`src/rtl/adcif_pkg.sv`:
```
// Shared sizes for the converter serial frame interface.
package adcif_pkg;
    localparam int RES_W      = 10;  // result width
    localparam int ADDR_W     = 3;   // channel address width
    localparam int CTRL_W     = 8;   // control byte length
    localparam int ADDR_LSB   = 3;   // address position in control byte
    localparam int FRAME_LEN  = 16;  // serial clocks per conversion
    localparam int LEAD_ZEROS = 4;   // zero slots ahead of the result
    localparam int HOLD_EDGE  = 4;   // falling edge that starts hold
endpackage

```
`src/rtl/sif_edge_detect.sv`:
```
// Edge detector for the serial pins.
// Turns sclk and cs_n, sampled by clk, into single-cycle event flags.
// Assumes the pins are already synchronous to clk.
// A select fall while sclk is low also counts as a falling edge.
module sif_edge_detect (
    input  logic clk,
    input  logic rst_n,
    input  logic sclk,
    input  logic cs_n,
    output logic active,
    output logic fe,
    output logic re,
    output logic cs_fall
);
    logic sclk_q;
    logic cs_q;

    // Remember the previous pin levels.
    always_ff @(posedge clk) begin
        if (!rst_n) begin
            sclk_q <= 1'b1;
            cs_q   <= 1'b1;
        end else begin
            sclk_q <= sclk;
            cs_q   <= cs_n;
        end
    end

    // Qualify the edges with the frame select.
    always_comb begin
        active  = !cs_n;
        cs_fall = active && cs_q;
        fe      = active && ((sclk_q && !sclk) || (cs_fall && !sclk));
        re      = active && !sclk_q && sclk;
    end
endmodule

```
`src/rtl/sif_ctrl_capture.sv`:
```
// Control byte receiver and channel register.
// Shifts din in on the first CTRL_W rising edges of each conversion.
// Keeps the address field as pending, and applies it at the next conversion start.
// Assumes ADDR_LSB >= 1, so the address is complete at the last byte edge.
module sif_ctrl_capture #(
    parameter int CTRL_W    = 8,
    parameter int ADDR_W    = 3,
    parameter int ADDR_LSB  = 3,
    parameter int FRAME_LEN = 16,
    localparam int RCNT_W   = $clog2(FRAME_LEN),
    localparam int SH_W     = ADDR_LSB - 1 + ADDR_W
) (
    input  logic              clk,
    input  logic              rst_n,
    input  logic              active,
    input  logic              re,
    input  logic              cs_fall,
    input  logic              din,
    input  logic              conv_start,
    output logic [ADDR_W-1:0] chan_sel
);
    logic [RCNT_W-1:0] rise_cnt;
    logic [SH_W-1:0]   sh;
    logic [ADDR_W-1:0] pend;

    // Count rising edges within a conversion; clear them when a frame starts or aborts.
    always_ff @(posedge clk) begin
        if (!rst_n || !active || cs_fall) rise_cnt <= '0;
        else if (re)                      rise_cnt <= rise_cnt + 1'b1;
    end

    // Shift control bits in, and commit the address on the last byte edge.
    always_ff @(posedge clk) begin
        if (!rst_n) begin
            sh   <= '0;
            pend <= '0;
        end else if (re && active && rise_cnt < RCNT_W'(CTRL_W)) begin
            sh <= {sh[SH_W-2:0], din};
            if (rise_cnt == RCNT_W'(CTRL_W - 1))
                pend <= sh[ADDR_LSB-1 +: ADDR_W];
        end
    end

    // Apply the pending address when a conversion starts.
    always_ff @(posedge clk) begin
        if (!rst_n)          chan_sel <= '0;
        else if (conv_start) chan_sel <= pend;
    end
endmodule

```
`src/rtl/sif_conv_seq.sv`:
```
// Conversion sequencer.
// Counts falling edges within each conversion and drives track, the hold strobe,
// the idle gap flag and the serial output bit. Latches the result at hold.
// Assumes LEAD_ZEROS + RES_W <= FRAME_LEN.
module sif_conv_seq #(
    parameter int RES_W      = 10,
    parameter int FRAME_LEN  = 16,
    parameter int LEAD_ZEROS = 4,
    parameter int HOLD_EDGE  = 4,
    localparam int FCNT_W    = $clog2(FRAME_LEN + 1)
) (
    input  logic             clk,
    input  logic             rst_n,
    input  logic             active,
    input  logic             fe,
    input  logic             cs_fall,
    input  logic [RES_W-1:0] result,
    output logic             conv_start,
    output logic             out_bit,
    output logic             track,
    output logic             conv_strobe,
    output logic             frame_gap
);
    logic [FCNT_W-1:0] fall_cnt;
    logic [FCNT_W-1:0] fall_nxt;
    logic [RES_W-1:0]  res_q;

    // Pick the output slot value for falling edge k.
    function automatic logic pick_bit(input int k, input logic [RES_W-1:0] r);
        logic [RES_W-1:0] tmp;
        int idx;
        if (k > LEAD_ZEROS && k <= LEAD_ZEROS + RES_W) begin
            idx = LEAD_ZEROS + RES_W - k;
            tmp = r >> idx;
            return tmp[0];
        end
        return 1'b0;
    endfunction

    // Next falling-edge count, and the conversion start condition.
    always_comb begin
        if (cs_fall)                             fall_nxt = fe ? FCNT_W'(1) : '0;
        else if (!fe)                            fall_nxt = fall_cnt;
        else if (fall_cnt == FCNT_W'(FRAME_LEN)) fall_nxt = FCNT_W'(1);
        else                                     fall_nxt = fall_cnt + 1'b1;
        conv_start = cs_fall || (fe && fall_cnt == FCNT_W'(FRAME_LEN));
        frame_gap  = fall_cnt == FCNT_W'(FRAME_LEN);
    end

    // Sequence state: edge count, phase, strobe and serial bit.
    always_ff @(posedge clk) begin
        if (!rst_n || !active) begin
            fall_cnt    <= '0;
            track       <= 1'b1;
            conv_strobe <= 1'b0;
            out_bit     <= 1'b0;
        end else begin
            fall_cnt    <= fall_nxt;
            track       <= fall_nxt < FCNT_W'(HOLD_EDGE);
            conv_strobe <= fe && fall_nxt == FCNT_W'(HOLD_EDGE);
            if (fe) out_bit <= pick_bit(int'(fall_nxt), res_q);
        end
    end

    // Latch the result when hold begins.
    always_ff @(posedge clk) begin
        if (!rst_n)                                        res_q <= '0;
        else if (active && fe && fall_nxt == FCNT_W'(HOLD_EDGE)) res_q <= result;
    end
endmodule

```
`src/rtl/adc_frame_if.sv`:
```
// Top of the converter serial frame interface.
// Connects the edge detector, the control receiver and the sequencer.
// The output enable and the power-down flag follow select directly.
module adc_frame_if
    import adcif_pkg::*;
#(
    parameter int P_RES_W  = RES_W,
    parameter int P_ADDR_W = ADDR_W
) (
    input  logic                clk,
    input  logic                rst_n,
    input  logic                sclk,
    input  logic                cs_n,
    input  logic                din,
    input  logic [P_RES_W-1:0]  result,
    output logic                dout,
    output logic                dout_oe,
    output logic [P_ADDR_W-1:0] chan_sel,
    output logic                track,
    output logic                conv_strobe,
    output logic                power_down
);
    logic active, fe, re, cs_fall, conv_start, out_bit, frame_gap;

    sif_edge_detect u_edge (
        .clk(clk), .rst_n(rst_n), .sclk(sclk), .cs_n(cs_n),
        .active(active), .fe(fe), .re(re), .cs_fall(cs_fall)
    );

    sif_ctrl_capture #(
        .CTRL_W(CTRL_W), .ADDR_W(P_ADDR_W), .ADDR_LSB(ADDR_LSB), .FRAME_LEN(FRAME_LEN)
    ) u_ctrl (
        .clk(clk), .rst_n(rst_n), .active(active), .re(re), .cs_fall(cs_fall),
        .din(din), .conv_start(conv_start), .chan_sel(chan_sel)
    );

    sif_conv_seq #(
        .RES_W(P_RES_W), .FRAME_LEN(FRAME_LEN), .LEAD_ZEROS(LEAD_ZEROS), .HOLD_EDGE(HOLD_EDGE)
    ) u_seq (
        .clk(clk), .rst_n(rst_n), .active(active), .fe(fe), .cs_fall(cs_fall),
        .result(result), .conv_start(conv_start), .out_bit(out_bit), .track(track),
        .conv_strobe(conv_strobe), .frame_gap(frame_gap)
    );

    // Output driver and idle flag.
    always_comb begin
        dout_oe    = active;
        dout       = active && out_bit;
        power_down = !active || frame_gap;
    end
endmodule

```
`config.mk`:
```
export PLATFORM = sky130hd
export DESIGN_NAME = adc_frame_if
export DESIGN_NICKNAME = d
export VERILOG_FILES = /design/src/rtl/adcif_pkg.sv /design/src/rtl/sif_edge_detect.sv /design/src/rtl/sif_ctrl_capture.sv /design/src/rtl/sif_conv_seq.sv /design/src/rtl/adc_frame_if.sv
export SDC_FILE = /design/constraint.sdc
export NUM_CORES = 1
export LEC_CHECK = 0
export CAP_MARGIN = 40
export CORE_MARGIN = 5
export CORE_UTILIZATION = 55
export CTS_BUF_LIST = sky130_fd_sc_hd__clkbuf_2
export CTS_CLUSTER_SIZE = 14
export DETAILED_ROUTE_END_ITERATION = 10
export PLACE_DENSITY_LB_ADDON = 0.2
export SKIP_LAST_GASP = 1
export SYNTH_ARGS = -nofsm -noshare
export SYNTH_HDL_FRONTEND = slang
export SYNTH_HIERARCHICAL = 1
export SYNTH_SLANG_ARGS = --single-unit
```
`constraint.sdc`:
```
create_clock -name clk -period 7.1 [get_ports clk]
set_input_delay 1.42 -clock clk [delete_from_list [all_inputs] [get_ports clk]]
set_output_delay 1.42 -clock clk [all_outputs]
set_load 0.05 [all_outputs]
```
==> metrics.txt <==
drc violations 0; clk_lat worst skew 390 ps; status completed; Syn-to-layout area delta 17.5%; Hold Path Class reg2reg; fraction of layout cells with a size suffix above 1 13.2%; Peak VDD IR 109 uV; die height 66.6 um; Routed wire per std cell 14.3 um; switching power 88.7 uW; CP max stage delay 790 ps; endpoints failing setup 0; vias per inst 5.32; MaxCap Viol Count 0; DIE AREA 4440 um^2; Worst Skew 14.9 ps; Clock Pin Slew Worst Setup and Hold Paths 200 ps; number of flops mapped to enable cells by yosys 0; cts-stage hold buffer count 0; I/O Pins 23; ys flop type dfxtp_1; Synthesized Nets 199; Worst setup EP type output pin; ant diodes 0; Seq pwr share 55.0%; mapped cell area 1760 um^2; # fillers 263; CP Max Fanout 9; clock share of power 36.2%; drt first pass iters 4; gpl congestion 0.844; total gr overflow 0; Fin Setup TNS 0 ps; core box area 3050 um^2; CP max stage cell clkdlybuf4s50_1; final period utilization 63.2%; pin count of the biggest net entering global routing 21; total number of vias 1,319; cts repair resizes 0; combinational power share 8.8%; RSZ-0062 raised after global routing false; Worst slew margin 37.3%; Gate Count Post-Synth 179; num rows 20; #FFs+latches synth 35; Non-Filler Instances 248; Num CTS Buffers 5; Multi-input gate area 987 um^2; pwr/cell area 174 nW/um^2; Distinct cells, synth 46; I/O Buffers 22; final core occ 67.9%; Crit Path Class in2out; P_int 272 uW; vias in the first global route 1,311; dpl ws 2610 ps; static leakage 0.804 nW; sw frac 24.6%; hpwl dp 2.64 mm; drt first-iter violations 68; H-tree lvl count 2; total global routing track utilization 18.1%; Placed Cells 240; Tmin final 4490 ps; first-pass GRT wire length 6.07 mm; TritonCTS clock tree done; Storage cell area 701 um^2; Routed WL 3.55 mm; Req. time, crit path 5680 ps; nets@finish 223; Tot Pwr 361 uW; Crit path top cell by count clkdlybuf4s50_1; Max Freq 223 MHz; sequential-to-total area share from yosys stat 39.7%; Synth async-reset ratio 0%; synth warn 6; Critical Path AT 3070 ps; fin worst setup slack 2610 ps; CTS root buf clkbuf_2; endpoints failing hold 0; Avg Cell Area, Syn 9.86 um^2; actual slew at the worst max-slew pin 936 ps; initial core utilization 57.8%; Antenna Nets Post-Route 0; Die X 66.6 um; clock sink count 35; initial antenna violation count 0; max-slew violations 0; Startpoint Class input pin; Clock Tree Buf Depth 2; # Post-CTS Setup Buffers 0; crit path cell chain clkdlybuf4s50_1 -> inv_2 -> and2_1 -> clkdlybuf4s50_1
==> worst max-delay path: cells and delay by family <==
family	cells	cell delay, ps
buffers and inverters	3	1490
and+or+nand+nor	1	160
==> synth_stat cells, types with 2 or more instances <==
library cell | n | share of area (%)
mux2_1 | 2 | 1.3
buf_6 | 2 | 1.3
nand4_1 | 4 | 1.4
nor2_1 | 23 | 4.9
inv_1 | 6 | 1.3
nor3_1 | 2 | 0.57
nand2b_1 | 4 | 1.4
xnor2_1 | 5 | 2.5
nor3_2 | 2 | 1.1
mux2i_1 | 24 | 14
nor2b_1 | 9 | 3.2
inv_2 | 3 | 0.64
xor2_1 | 5 | 2.5
o21ai_0 | 4 | 1.1
ha_1 | 5 | 3.5
nand2_1 | 14 | 3.0
dfxtp_1 | 35 | 40
clkbuf_1 | 2 | 0.43
==> final cells by class <==
cell class              instances  share of cell area, %
clock buffers                   5                   1.21
clock inverters                 3                   2.11
inverters                       9                   1.63
multi-input cells             129                   47.6
flip-flops and latches         35                   33.8
well taps                      44                   2.66
repair buffers                 23                   11.0
==> sequential cells by signal, summed over array words and instances (netlist names) <==
name and flops:
u_seq/conv_strobe 1, u_seq/res_q 10, u_seq/fall_cnt 5, u_ctrl/sh 5, u_ctrl/chan_sel 3, u_ctrl/pend 3, u_ctrl/rise_cnt 4, u_seq/out_bit 1
u_edge/sclk_q 1, u_edge/cs_q 1, u_seq/track 1
==> path summary, 6_finish.rpt <==
check	start	end	slack (ps)	depth (start not counted)
setup reg to reg	u_edge/cs_q$_SDFF_PN1_	u_seq/res_q[5]$_SDFFE_PN0P_	4180	11
hold reg to reg	u_ctrl/pend[0]$_SDFFE_PN0P_	u_ctrl/pend[0]$_SDFFE_PN0P_	470	2
hold / removal	u_ctrl/pend[0]$_SDFFE_PN0P_	u_ctrl/pend[0]$_SDFFE_PN0P_	470	2
setup / recovery	cs_n	dout	2610	4
==> stage by stage <==
step / hold slack (ps) / instance area, um^2
after CTS: 479 / 2070
after floorplan: 434 / 1760
after global routing: 502 / 2070
after global placement: 457 / 2000
after detailed placement: 455 / 2000
final: 472 / 2070
==> placed cells by master, fill, tap and decap left out, types with 5 or more instances in the layout <==
cell type / instances
clkbuf_2: 5
dfxtp_1: 35
xor2_1: 5
xnor2_1: 5
inv_1: 6
clkdlybuf4s50_1: 22
nor2b_1: 9
nor2_1: 23
ha_1: 5
nand2_1: 14
mux2i_1: 24
==> logic make-up (layout without fill, tap and decap cells) <==
logic type	count (synthesis)	after routing	share of synthesized area, %
flops	35	35	39.7
simple gates	73	73	24.8
fa+ha+maj	5	5	3.55
buf+inv	15	40	4.33
xor+xnor	10	10	4.96
mux	27	27	16.2
compound gates	14	14	6.45
==> power groups by stage <==
| stage | clock network, mW | logic [mW] | registers (mW) |
|---|---|---|---|
| after global placement | 0 | 0.0309 | 0.202 |
| after global routing | 0.144 | 0.0338 | 0.199 |
| after floorplan | 0 | 0.0185 | 0.202 |
| after CTS | 0.133 | 0.0317 | 0.199 |
| after detailed placement | 0 | 0.0314 | 0.202 |
| final | 0.131 | 0.0316 | 0.198 |
==> metal layers <==
layer	GRT usage [%]	vias to the layer above	share of wire (%)
li1	-	665	-
met1	22.1	617	46
met2	29.3	32	47
met3	6.24	5	6.1
met4	6.35	0	1.3
met5	0	-	0
(Power assumes the default switching activity.)
